### src/rtl/sim_finisher_pkg.sv
package sim_finisher_pkg;

  localparam int unsigned FIN_DATA_W = 32;
  localparam int unsigned FIN_HALF_W = FIN_DATA_W / 2;

  localparam logic [FIN_HALF_W-1:0] ST_FAIL  = 16'h3333;
  localparam logic [FIN_HALF_W-1:0] ST_PASS  = 16'h5555;
  localparam logic [FIN_HALF_W-1:0] ST_RESET = 16'h7777;

  typedef enum logic [1:0] {
    SZ_BYTE  = 2'd0,
    SZ_HALF  = 2'd1,
    SZ_WORD  = 2'd2,
    SZ_DWORD = 2'd3
  } acc_size_e;

  typedef enum logic [2:0] {
    CMD_NONE  = 3'd0,
    CMD_PASS  = 3'd1,
    CMD_FAIL  = 3'd2,
    CMD_RESET = 3'd3,
    CMD_LOG   = 3'd4
  } fin_cmd_e;

  // Only half-word and word accesses are accepted.
  function automatic logic size_legal(input logic [1:0] sz);
    return (sz == SZ_HALF) || (sz == SZ_WORD);
  endfunction

  // A half-word access carries only the low lanes; the upper lanes read as zero.
  function automatic logic [FIN_DATA_W-1:0] lane_data(input logic [1:0] sz,
                                                      input logic [FIN_DATA_W-1:0] d);
    if (sz == SZ_HALF) return {{FIN_HALF_W{1'b0}}, d[FIN_HALF_W-1:0]};
    return d;
  endfunction

  // Map a legal write to the action it requests.
  function automatic fin_cmd_e classify(input logic at_cmd,
                                        input logic [FIN_HALF_W-1:0] st);
    if (!at_cmd) return CMD_LOG;
    case (st)
      ST_FAIL:  return CMD_FAIL;
      ST_PASS:  return CMD_PASS;
      ST_RESET: return CMD_RESET;
      default:  return CMD_LOG;
    endcase
  endfunction

endpackage

### src/rtl/fin_access_gate.sv
module fin_access_gate
  import sim_finisher_pkg::*;
#(
  parameter int unsigned ADDR_W = 12
) (
  input  logic                  valid_in,
  input  logic                  write_in,
  input  logic [ADDR_W-1:0]     addr_in,
  input  logic [1:0]            size_in,
  input  logic [FIN_DATA_W-1:0] wdata_in,
  output logic                  acc_fire,
  output logic                  acc_bad_size,
  output logic                  wr_ok,
  output logic                  at_cmd_reg,
  output logic [FIN_DATA_W-1:0] wdata_eff
);

  logic legal;

  assign legal        = size_legal(size_in);
  assign acc_fire     = valid_in;
  assign acc_bad_size = valid_in && !legal;
  assign wr_ok        = valid_in && write_in && legal;
  assign at_cmd_reg   = (addr_in == '0);
  assign wdata_eff    = lane_data(size_in, wdata_in);

endmodule

### src/rtl/fin_cmd_decode.sv
module fin_cmd_decode
  import sim_finisher_pkg::*;
(
  input  logic                  wr_ok,
  input  logic                  at_cmd_reg,
  input  logic [FIN_DATA_W-1:0] wdata_eff,
  output fin_cmd_e              cmd,
  output logic [FIN_HALF_W-1:0] code
);

  logic [FIN_HALF_W-1:0] status;

  assign status = wdata_eff[FIN_HALF_W-1:0];
  assign code   = wdata_eff[FIN_DATA_W-1:FIN_HALF_W];
  assign cmd    = wr_ok ? classify(at_cmd_reg, status) : CMD_NONE;

endmodule

### src/rtl/fin_event_regs.sv
module fin_event_regs
  import sim_finisher_pkg::*;
#(
  parameter int unsigned ADDR_W = 12
) (
  input  logic                  clk,
  input  logic                  rst_n,
  input  logic                  acc_fire,
  input  logic                  acc_bad_size,
  input  fin_cmd_e              cmd,
  input  logic [FIN_HALF_W-1:0] code_in,
  input  logic [ADDR_W-1:0]     addr_in,
  input  logic [FIN_DATA_W-1:0] wdata_in,
  output logic                  rsp_valid,
  output logic                  rsp_err,
  output logic                  pass_pulse,
  output logic                  fail_pulse,
  output logic                  reset_req_pulse,
  output logic [FIN_HALF_W-1:0] exit_code,
  output logic                  err_log_pulse,
  output logic [ADDR_W-1:0]     err_log_addr,
  output logic [FIN_DATA_W-1:0] err_log_data
);

  always_ff @(posedge clk or negedge rst_n) begin
    if (!rst_n) begin
      rsp_valid       <= 1'b0;
      rsp_err         <= 1'b0;
      pass_pulse      <= 1'b0;
      fail_pulse      <= 1'b0;
      reset_req_pulse <= 1'b0;
      err_log_pulse   <= 1'b0;
      exit_code       <= '0;
      err_log_addr    <= '0;
      err_log_data    <= '0;
    end else begin
      rsp_valid       <= acc_fire;
      rsp_err         <= acc_bad_size;
      pass_pulse      <= (cmd == CMD_PASS);
      fail_pulse      <= (cmd == CMD_FAIL);
      reset_req_pulse <= (cmd == CMD_RESET);
      err_log_pulse   <= (cmd == CMD_LOG);
      if (cmd == CMD_FAIL)      exit_code <= code_in;
      else if (cmd == CMD_PASS) exit_code <= '0;
      if (cmd == CMD_LOG) begin
        err_log_addr <= addr_in;
        err_log_data <= wdata_in;
      end
    end
  end


  rsp_follows_chk: assert property (@(posedge clk) disable iff (!rst_n)
    rsp_valid |-> $past(acc_fire));


  bad_size_quiet_chk: assert property (@(posedge clk) disable iff (!rst_n)
    rsp_err |-> !(pass_pulse || fail_pulse || reset_req_pulse || err_log_pulse));


  fail_code_chk: assert property (@(posedge clk) disable iff (!rst_n)
    fail_pulse |-> exit_code == $past(wdata_in[FIN_DATA_W-1:FIN_HALF_W]));


  pass_zero_chk: assert property (@(posedge clk) disable iff (!rst_n)
    pass_pulse |-> exit_code == '0);


  log_addr_chk: assert property (@(posedge clk) disable iff (!rst_n)
    err_log_pulse |-> err_log_addr == $past(addr_in));


  code_hold_chk: assert property (@(posedge clk) disable iff (!rst_n)
    !(pass_pulse || fail_pulse) |-> $stable(exit_code));


  one_event_chk: assert property (@(posedge clk) disable iff (!rst_n)
    $onehot0({pass_pulse, fail_pulse, reset_req_pulse, err_log_pulse}));

endmodule

### src/rtl/sim_finisher.sv
module sim_finisher
  import sim_finisher_pkg::*;
#(
  parameter int unsigned ADDR_W = 12
) (
  input  logic                  clk,
  input  logic                  rst_n,
  input  logic                  req_valid,
  output logic                  req_ready,
  input  logic                  req_write,
  input  logic [ADDR_W-1:0]     req_addr,
  input  logic [1:0]            req_size,
  input  logic [31:0]           req_wdata,
  output logic                  rsp_valid,
  output logic [31:0]           rsp_rdata,
  output logic                  rsp_err,
  output logic                  pass_pulse,
  output logic                  fail_pulse,
  output logic                  reset_req_pulse,
  output logic [15:0]           exit_code,
  output logic                  err_log_pulse,
  output logic [ADDR_W-1:0]     err_log_addr,
  output logic [31:0]           err_log_data
);

  logic                  acc_fire;
  logic                  acc_bad_size;
  logic                  wr_ok;
  logic                  at_cmd_reg;
  logic [FIN_DATA_W-1:0] wdata_eff;
  fin_cmd_e              cmd;
  logic [FIN_HALF_W-1:0] code;

  assign req_ready = 1'b1;
  assign rsp_rdata = '0;

  fin_access_gate #(.ADDR_W(ADDR_W)) u_gate (
    .valid_in     (req_valid),
    .write_in     (req_write),
    .addr_in      (req_addr),
    .size_in      (req_size),
    .wdata_in     (req_wdata),
    .acc_fire     (acc_fire),
    .acc_bad_size (acc_bad_size),
    .wr_ok        (wr_ok),
    .at_cmd_reg   (at_cmd_reg),
    .wdata_eff    (wdata_eff)
  );

  fin_cmd_decode u_dec (
    .wr_ok      (wr_ok),
    .at_cmd_reg (at_cmd_reg),
    .wdata_eff  (wdata_eff),
    .cmd        (cmd),
    .code       (code)
  );

  fin_event_regs #(.ADDR_W(ADDR_W)) u_regs (
    .clk             (clk),
    .rst_n           (rst_n),
    .acc_fire        (acc_fire),
    .acc_bad_size    (acc_bad_size),
    .cmd             (cmd),
    .code_in         (code),
    .addr_in         (req_addr),
    .wdata_in        (wdata_eff),
    .rsp_valid       (rsp_valid),
    .rsp_err         (rsp_err),
    .pass_pulse      (pass_pulse),
    .fail_pulse      (fail_pulse),
    .reset_req_pulse (reset_req_pulse),
    .exit_code       (exit_code),
    .err_log_pulse   (err_log_pulse),
    .err_log_addr    (err_log_addr),
    .err_log_data    (err_log_data)
  );


  ready_high_chk: assert property (@(posedge clk) disable iff (!rst_n)
    rsp_valid |-> rsp_rdata == '0 && req_ready);

endmodule

### config.mk
export PLATFORM = sky130hd
export DESIGN_NAME = sim_finisher
export DESIGN_NICKNAME = d
export VERILOG_FILES = /design/src/rtl/sim_finisher_pkg.sv /design/src/rtl/fin_access_gate.sv /design/src/rtl/fin_cmd_decode.sv /design/src/rtl/fin_event_regs.sv /design/src/rtl/sim_finisher.sv
export SDC_FILE = /design/constraint.sdc
export NUM_CORES = 1
export LEC_CHECK = 0
export ABC_CLOCK_PERIOD_IN_PS = 1800
export BUFFER_PORTS_ARGS = -buffer_cell sky130_fd_sc_hd__buf_2
export CORE_ASPECT_RATIO = 1.2
export CORE_MARGIN = 5
export CORE_UTILIZATION = 52
export CTS_BUF_LIST = sky130_fd_sc_hd__clkbuf_8
export DETAILED_ROUTE_END_ITERATION = 16
export PLACE_DENSITY = 0.95
export SYNTH_ARGS = -nofsm -noshare
export SYNTH_HDL_FRONTEND = slang
export SYNTH_SLANG_ARGS = --single-unit
### constraint.sdc
create_clock -name clk -period 1.8 [get_ports clk]
set_clock_uncertainty 0.1 [all_clocks]
set_input_delay 0.09 -clock clk [delete_from_list [all_inputs] [get_ports clk]]
set_output_delay 0.09 -clock clk [all_outputs]
set_load 0.03 [all_outputs]
After elaboration in Yosys (flattened, before gate mapping)
Cells that the tools add are included.
Widths: inputs -> output; s select.

word-level totals
  bits in registers = 66
  latch bits = 0
  bits in writable memories = 0
  memory bits (read-only) = 0
  input port bits = 50
  word-level logic and storage cells = 33
  memories = 0

operators by class
  add/subtract/negate cells = 0
  multipliers = 0
  divide/modulo/power cells = 0
  magnitude comparators = 0
  equality and inequality tests = 9
  shift-type cells = 0
  muxes and demuxes = 8
  bitwise gates (word level) = 0
  reduce and logical (&&, ||, !) cells = 7

operator list
  operator              number
  $mux 32               2
  $eq 16x15->1 const B  2
  $mux 16               2
  $eq 16x14->1 const B  1
  $logic_not 12->1      1
  $pmux 3 s3            1
  $eq 3x2->1 const B    2
  $mux 3                2
  $eq 3x1->1 const B    1
  $eq 3x3->1 const B    1
  $logic_and 1x1->1     3
  $eq 2x1->1 const B    1
  $eq 2x2->1 const B    1
  $reduce_bool 2->1     1
  $logic_not 1->1       1
  $logic_or 1x1->1      1
  $mux 1                1

Logic depth before layout (Yosys ltp)
  depth in word-level cells = 10
  depth in mapped cells = 8
  depth with buffers taken out = 7

Cells and area by module
A second synthesis with hierarchy kept.

unflattened totals
  cell total of the unflattened synthesis = 287
  area total of the unflattened synthesis = 3457.1 µm²

modules (own cells, without submodules)
  module           times used  cells an instance  area an instance (µm²)  sequential area each (µm²)
  fin_event_regs   1           178                2691.3                  1651.6
  fin_access_gate  1           43                 289.0                   0.0
  sim_finisher     1           35                 255.2                   0.0
  fin_cmd_decode   1           31                 221.5                   0.0

Least setup slack after synthesis
No wires, ideal clock.

  kind = input to register
  start = input req_wdata[6]
  end = register u_regs.exit_code[10]
  arrival time = 1713 ps
  required time = 1634 ps
  path slack = -79 ps
  cell stages on the path = 7
  path through = nor4_2 > o2111ai_4 > or4_1 > buf_2 > buf_6 > o21ai_2 > a22o_1

on the way
  word-level cells in the longest chain between the ends = 8
  elaborated cells on any way between the ends = 12
  those cells by class = 5 x eq/ne; 6 x mux; 1 x reduce/logical

RTL lines
  item                                          line                                        source
  from (decl)                                   sim_finisher.sv:13                          input logic [31:0] req_wdata,
  $mux 32                                       sim_finisher_pkg.sv:33                      if (sz == SZ_HALF) return {{FIN_HALF_W{1'b0}}, d[FIN_HALF_W-1:0]};
  $mux 32 (*)                                   sim_finisher_pkg.sv:34                      return d;
  $eq 16x15->1 or $eq 16x14->1 (tied branches)  sim_finisher_pkg.sv:41                      case (st)
  $pmux 3 s3 (*)                                sim_finisher_pkg.sv:41
  $mux 3 (*)                                    sim_finisher_pkg.sv:41
  $mux 3 (*)                                    fin_cmd_decode.sv:15                        assign cmd = wr_ok ? classify(at_cmd_reg, status) : CMD_NONE;
  $eq 3x2->1 or $eq 3x1->1 (tied branches)      fin_event_regs.sv:43, fin_event_regs.sv:44
  $mux 16 or $reduce_bool 2->1 (tied branches)  --
  to (signal assigned)                          fin_event_regs.sv:43                        if (cmd == CMD_FAIL) exit_code <= code_in;
  to (decl)                                     fin_event_regs.sv:19                        output logic [FIN_HALF_W-1:0] exit_code,

Mark *: on every way between the ends. The rest lies on a longest branch, timed or not. The select of a mux whose other input is x is not followed.
A chain may end at the register's enable or synchronous reset.

Final worst setup path
  start = input req_addr[5]
  end = register u_regs.err_log_data[19]

on the way
  word-level cells in the longest chain between the ends = 4

RTL lines
  item                  line                    source
  from (decl)           sim_finisher.sv:11      input logic [ADDR_W-1:0] req_addr,
  $logic_not 12->1      fin_access_gate.sv:24   assign at_cmd_reg = (addr_in == '0);
  $mux 3                sim_finisher_pkg.sv:41
  $mux 3                fin_cmd_decode.sv:15
  $eq 3x3->1            fin_event_regs.sv:45    if (cmd == CMD_LOG) begin
  to (signal assigned)  fin_event_regs.sv:47    err_log_data <= wdata_in;
  to (decl)             fin_event_regs.sv:22    output logic [FIN_DATA_W-1:0] err_log_data

No other way between the ends.

==> impl_metrics.tcl <==
set metrics [dict create \
    netlist_area_sq_um 3180 \
    path_clk_slew_ns 0.08 \
    synth_warnings 0 \
    synth_mux_area_frac 0.150 \
    cts_made_buffers 9 \
    drive_above_1_share 0.452 \
    synth_seq_area_share 0.520 \
    critical_path.top_delay_family "buffers and inverters" \
    antennaDiodeCount 0 \
    p_per_area_nw_per_um2 1030 \
    top_usage_layer "met2" \
    hp-class "in2reg" \
    post_synth.cell_area_avg_sq_um 11.8 \
    port_buffers 115 \
    ant_nets 0 \
    fillers 316 \
    vias 3006 \
    period_needed_ns 1.79 \
    yosys.area.top_type "dfrtp_1" \
    path_depth 10 \
    arrival_ns 1.95 \
    whs_ns 0.0180 \
    synth_ff_type "dfrtp_1" \
    worstPathMaxFanout 8 \
    die_x_microns 81.3 \
    worst-path-buf-inv 5 \
    grt_pass1_vias 2959 \
    whs_path_depth 3 \
    r2r_cells 3 \
    use_met1 0.322 \
    viasPerCell 5.59 \
    finalSetupTns_ns 0 \
    drc 0 \
    nNetsFinal 502 \
    finish.instance_area_sq_um 4680 \
    use_met2 0.457 \
    multi_input_area_sq_um 1350 \
    timing.final.crit_share 0.993 \
    post-place-ws_ns -0.349 \
    grt.total_usage 0.271 \
    clock_latency_ns 0.35 \
    power_w 0.00484 \
    synth_common_cells "dfrtp_1 (66), buf_4 (33), mux2_2 (26), inv_1 (18)" \
    h-tree-depth 3 \
    overflow 0 \
    place_area_sq_um 3850 \
    setup_violations 0 \
    antenna_found_initial 0 \
    path_common_cell "buf_12" \
    cp-start-kind "input port" \
    grt_pass1_wl_microns 15500 \
    synth.most_common_cell "dfrtp_1" \
    start_util 0.532 \
    cts-root-buf "clkbuf_8" \
    critPathMaxStageDelay_ns 0.33 \
    crit_path_end_kind "flip-flop" \
    worst_slack_ns 0.0118 \
    worst_pin_slew_ns 0.573 \
    finalHoldViolCount 0 \
    clock_path_buffers 2 \
    ys_ff_latch 66 \
    drv_slew 0 \
    wl_microns 11800 \
    synth_compound_area_frac 0.0993 \
    core_sq_um 5970 \
    drtIter0Drc 276 \
    critical_path_required_ns 1.96 \
    fp.dieArea_sq_um 7780 \
    outcome "finished, final reports clean" \
    synthArstFlopShare 1.00 \
    yosys.area.top_type_share 0.520 \
    met3_usage 0.0643 \
    area_growth_pct 47.5 \
    drtPass1Iterations 6 \
    synth_fa_ha_area_frac 0.00394 \
    path_cells "buf_2, nor4_4, nand2_1, buf_4, nor2_1, a31oi_4, buf_12, buf_12, buf_6, mux2i_2" \
    yosysUniqueCellTypes 32 \
    synth-xor-area-share 0 \
    dp_hpwl_microns 5960 \
    synth_edf_count 0 \
    cts_tree "built" \
    drv_cap 0 \
    ir_drop_v 0.000951 \
    power_leakage_nw 2.34 \
    num_io_pins 149 \
    clock-sinks 66 \
    gp_congestion 0.745 \
    grt_max_degree 67 \
    max_slew_margin 0.618 \
    crit_slowest_cell "nor4_4" \
    num_rows 31 \
    fmax_mhz 559 \
    critical_path_class "in2reg" \
    die_y_microns 95.6 \
    drt-wirelength-per-cell_microns 22.0 \
    regArea_sq_um 1650 \
    synth_simple_gate_area_frac 0.106 \
    synth_top_cells_by_area "dfrtp_1 (52%), mux2_2 (9.2%), buf_4 (7.8%)" \
    synthCells 270 \
    synth_top_family_by_area "multiplexers" \
]
[layout by cell type (no fill, tap or decap), types with 2 or more instances in the layout]
| cell | synthesis | layout |
|---|---|---|
| buf_4 | 33 | 15 |
| nor4_1 | 4 | 2 |
| nand2_1 | 17 | 17 |
| or4_1 | 4 | 3 |
| dfrtp_1 | 66 | 66 |
| nor4_4 | 0 | 2 |
| dlygate4sd3_1 | 0 | 43 |
| nand2b_1 | 17 | 17 |
| buf_6 | 1 | 5 |
| buf_12 | 0 | 3 |
| nand4_1 | 3 | 3 |
| o21ai_2 | 10 | 14 |
| nor2_1 | 2 | 2 |
| clkbuf_8 | 0 | 9 |
| conb_1 | 2 | 33 |
| mux2i_1 | 16 | 15 |
| clkinvlp_4 | 0 | 2 |
| clkinv_2 | 0 | 2 |
| mux2_1 | 2 | 2 |
| inv_1 | 18 | 18 |
| and4_1 | 2 | 2 |
| mux2_2 | 26 | 26 |
| a31o_4 | 0 | 2 |
| clkbuf_16 | 0 | 2 |
| and4bb_2 | 2 | 2 |
| a22o_1 | 16 | 16 |
| bufinv_16 | 0 | 2 |
| buf_2 | 6 | 114 |
| o21ai_1 | 1 | 3 |
[through the flow]
step                utilization  instances
finish                    0.784        538
global route              0.784        538
CTS                       0.754        532
detailed placement        0.645        473
global placement          0.645        473
floorplan                     -        301
[layout make-up]
cell class,count,area share
Inverter,18,0.0144
Clock buffer,9,0.0264
Timing Repair Buffer,183,0.276
Tap cell,82,0.0219
Clock inverter,7,0.0200
Sequential cell,66,0.353
Multi-Input combinational cell,173,0.289
[cells by family (layout without fill, tap and decap cells)]
logic type / Yosys count / after routing
flops: 66 / 66
mux: 44 / 44
buf+inv: 63 / 217
fa+ha+maj: 1 / 1
other cells: 2 / 33
simple gates: 57 / 57
compound gates: 37 / 38
[worst paths after layout]
check	slack [ns]	to	start
worst max-delay path	0.01	u_regs.err_log_data[19]$_DFFE_PN0N_	req_addr[5]
worst min-delay path	0.02	u_regs.err_log_addr[8]$_DFFE_PN0N_	req_addr[8]
worst max register to register	0.78	u_regs.exit_code[2]$_DFFE_PN0P_	u_regs.exit_code[2]$_DFFE_PN0P_
worst min register to register	0.41	u_regs.err_log_data[3]$_DFFE_PN0N_	u_regs.err_log_data[3]$_DFFE_PN0N_
max in group asynchronous	1.13	u_regs.err_log_data[23]$_DFFE_PN0N_	rst_n
min in group asynchronous	0.15	u_regs.err_log_data[6]$_DFFE_PN0N_	rst_n
[flip-flops by register name (all words and copies together) (netlist names)]
register                flops
u_regs.exit_code           16
u_regs.fail_pulse           1
u_regs.err_log_data        32
u_regs.err_log_addr        12
u_regs.err_log_pulse        1
u_regs.reset_req_pulse      1
u_regs.rsp_valid            1
u_regs.rsp_err              1
u_regs.pass_pulse           1
[power breakdown]
group          leakage (nW)  switching, W  internal (W)
sequential            0.828      0.000171       0.00173
clock                 0.105      0.000643      0.000777
combinational          1.40       0.00102      0.000500
total                  2.34       0.00183       0.00300
[layer usage]
metal | vias up | part of all wire
met5 | - | 0
met4 | 0 | 0.066
met3 | 72 | 0.11
met1 | 1436 | 0.34
met2 | 262 | 0.48
li1 | 1236 | -
[worst register-to-register path, delay by kind of cell (launching register included)]
kind / cells / cell delay [ns]
AO/OA/AOI/OAI: 2 / 0.26
AND/OR/NAND/NOR: 1 / 0.14
flip-flops: 1 / 0.41
[timing repair]
action | 4_1_cts | 5_1_grt
endpoints found under the setup margin | 0 | 55
setup buffers | 0 | 2
endpoints found under the hold margin | 109 | 1
resized for setup | 0 | 22
hold buffers | 43 | 1
(Power assumes the default switching activity.)
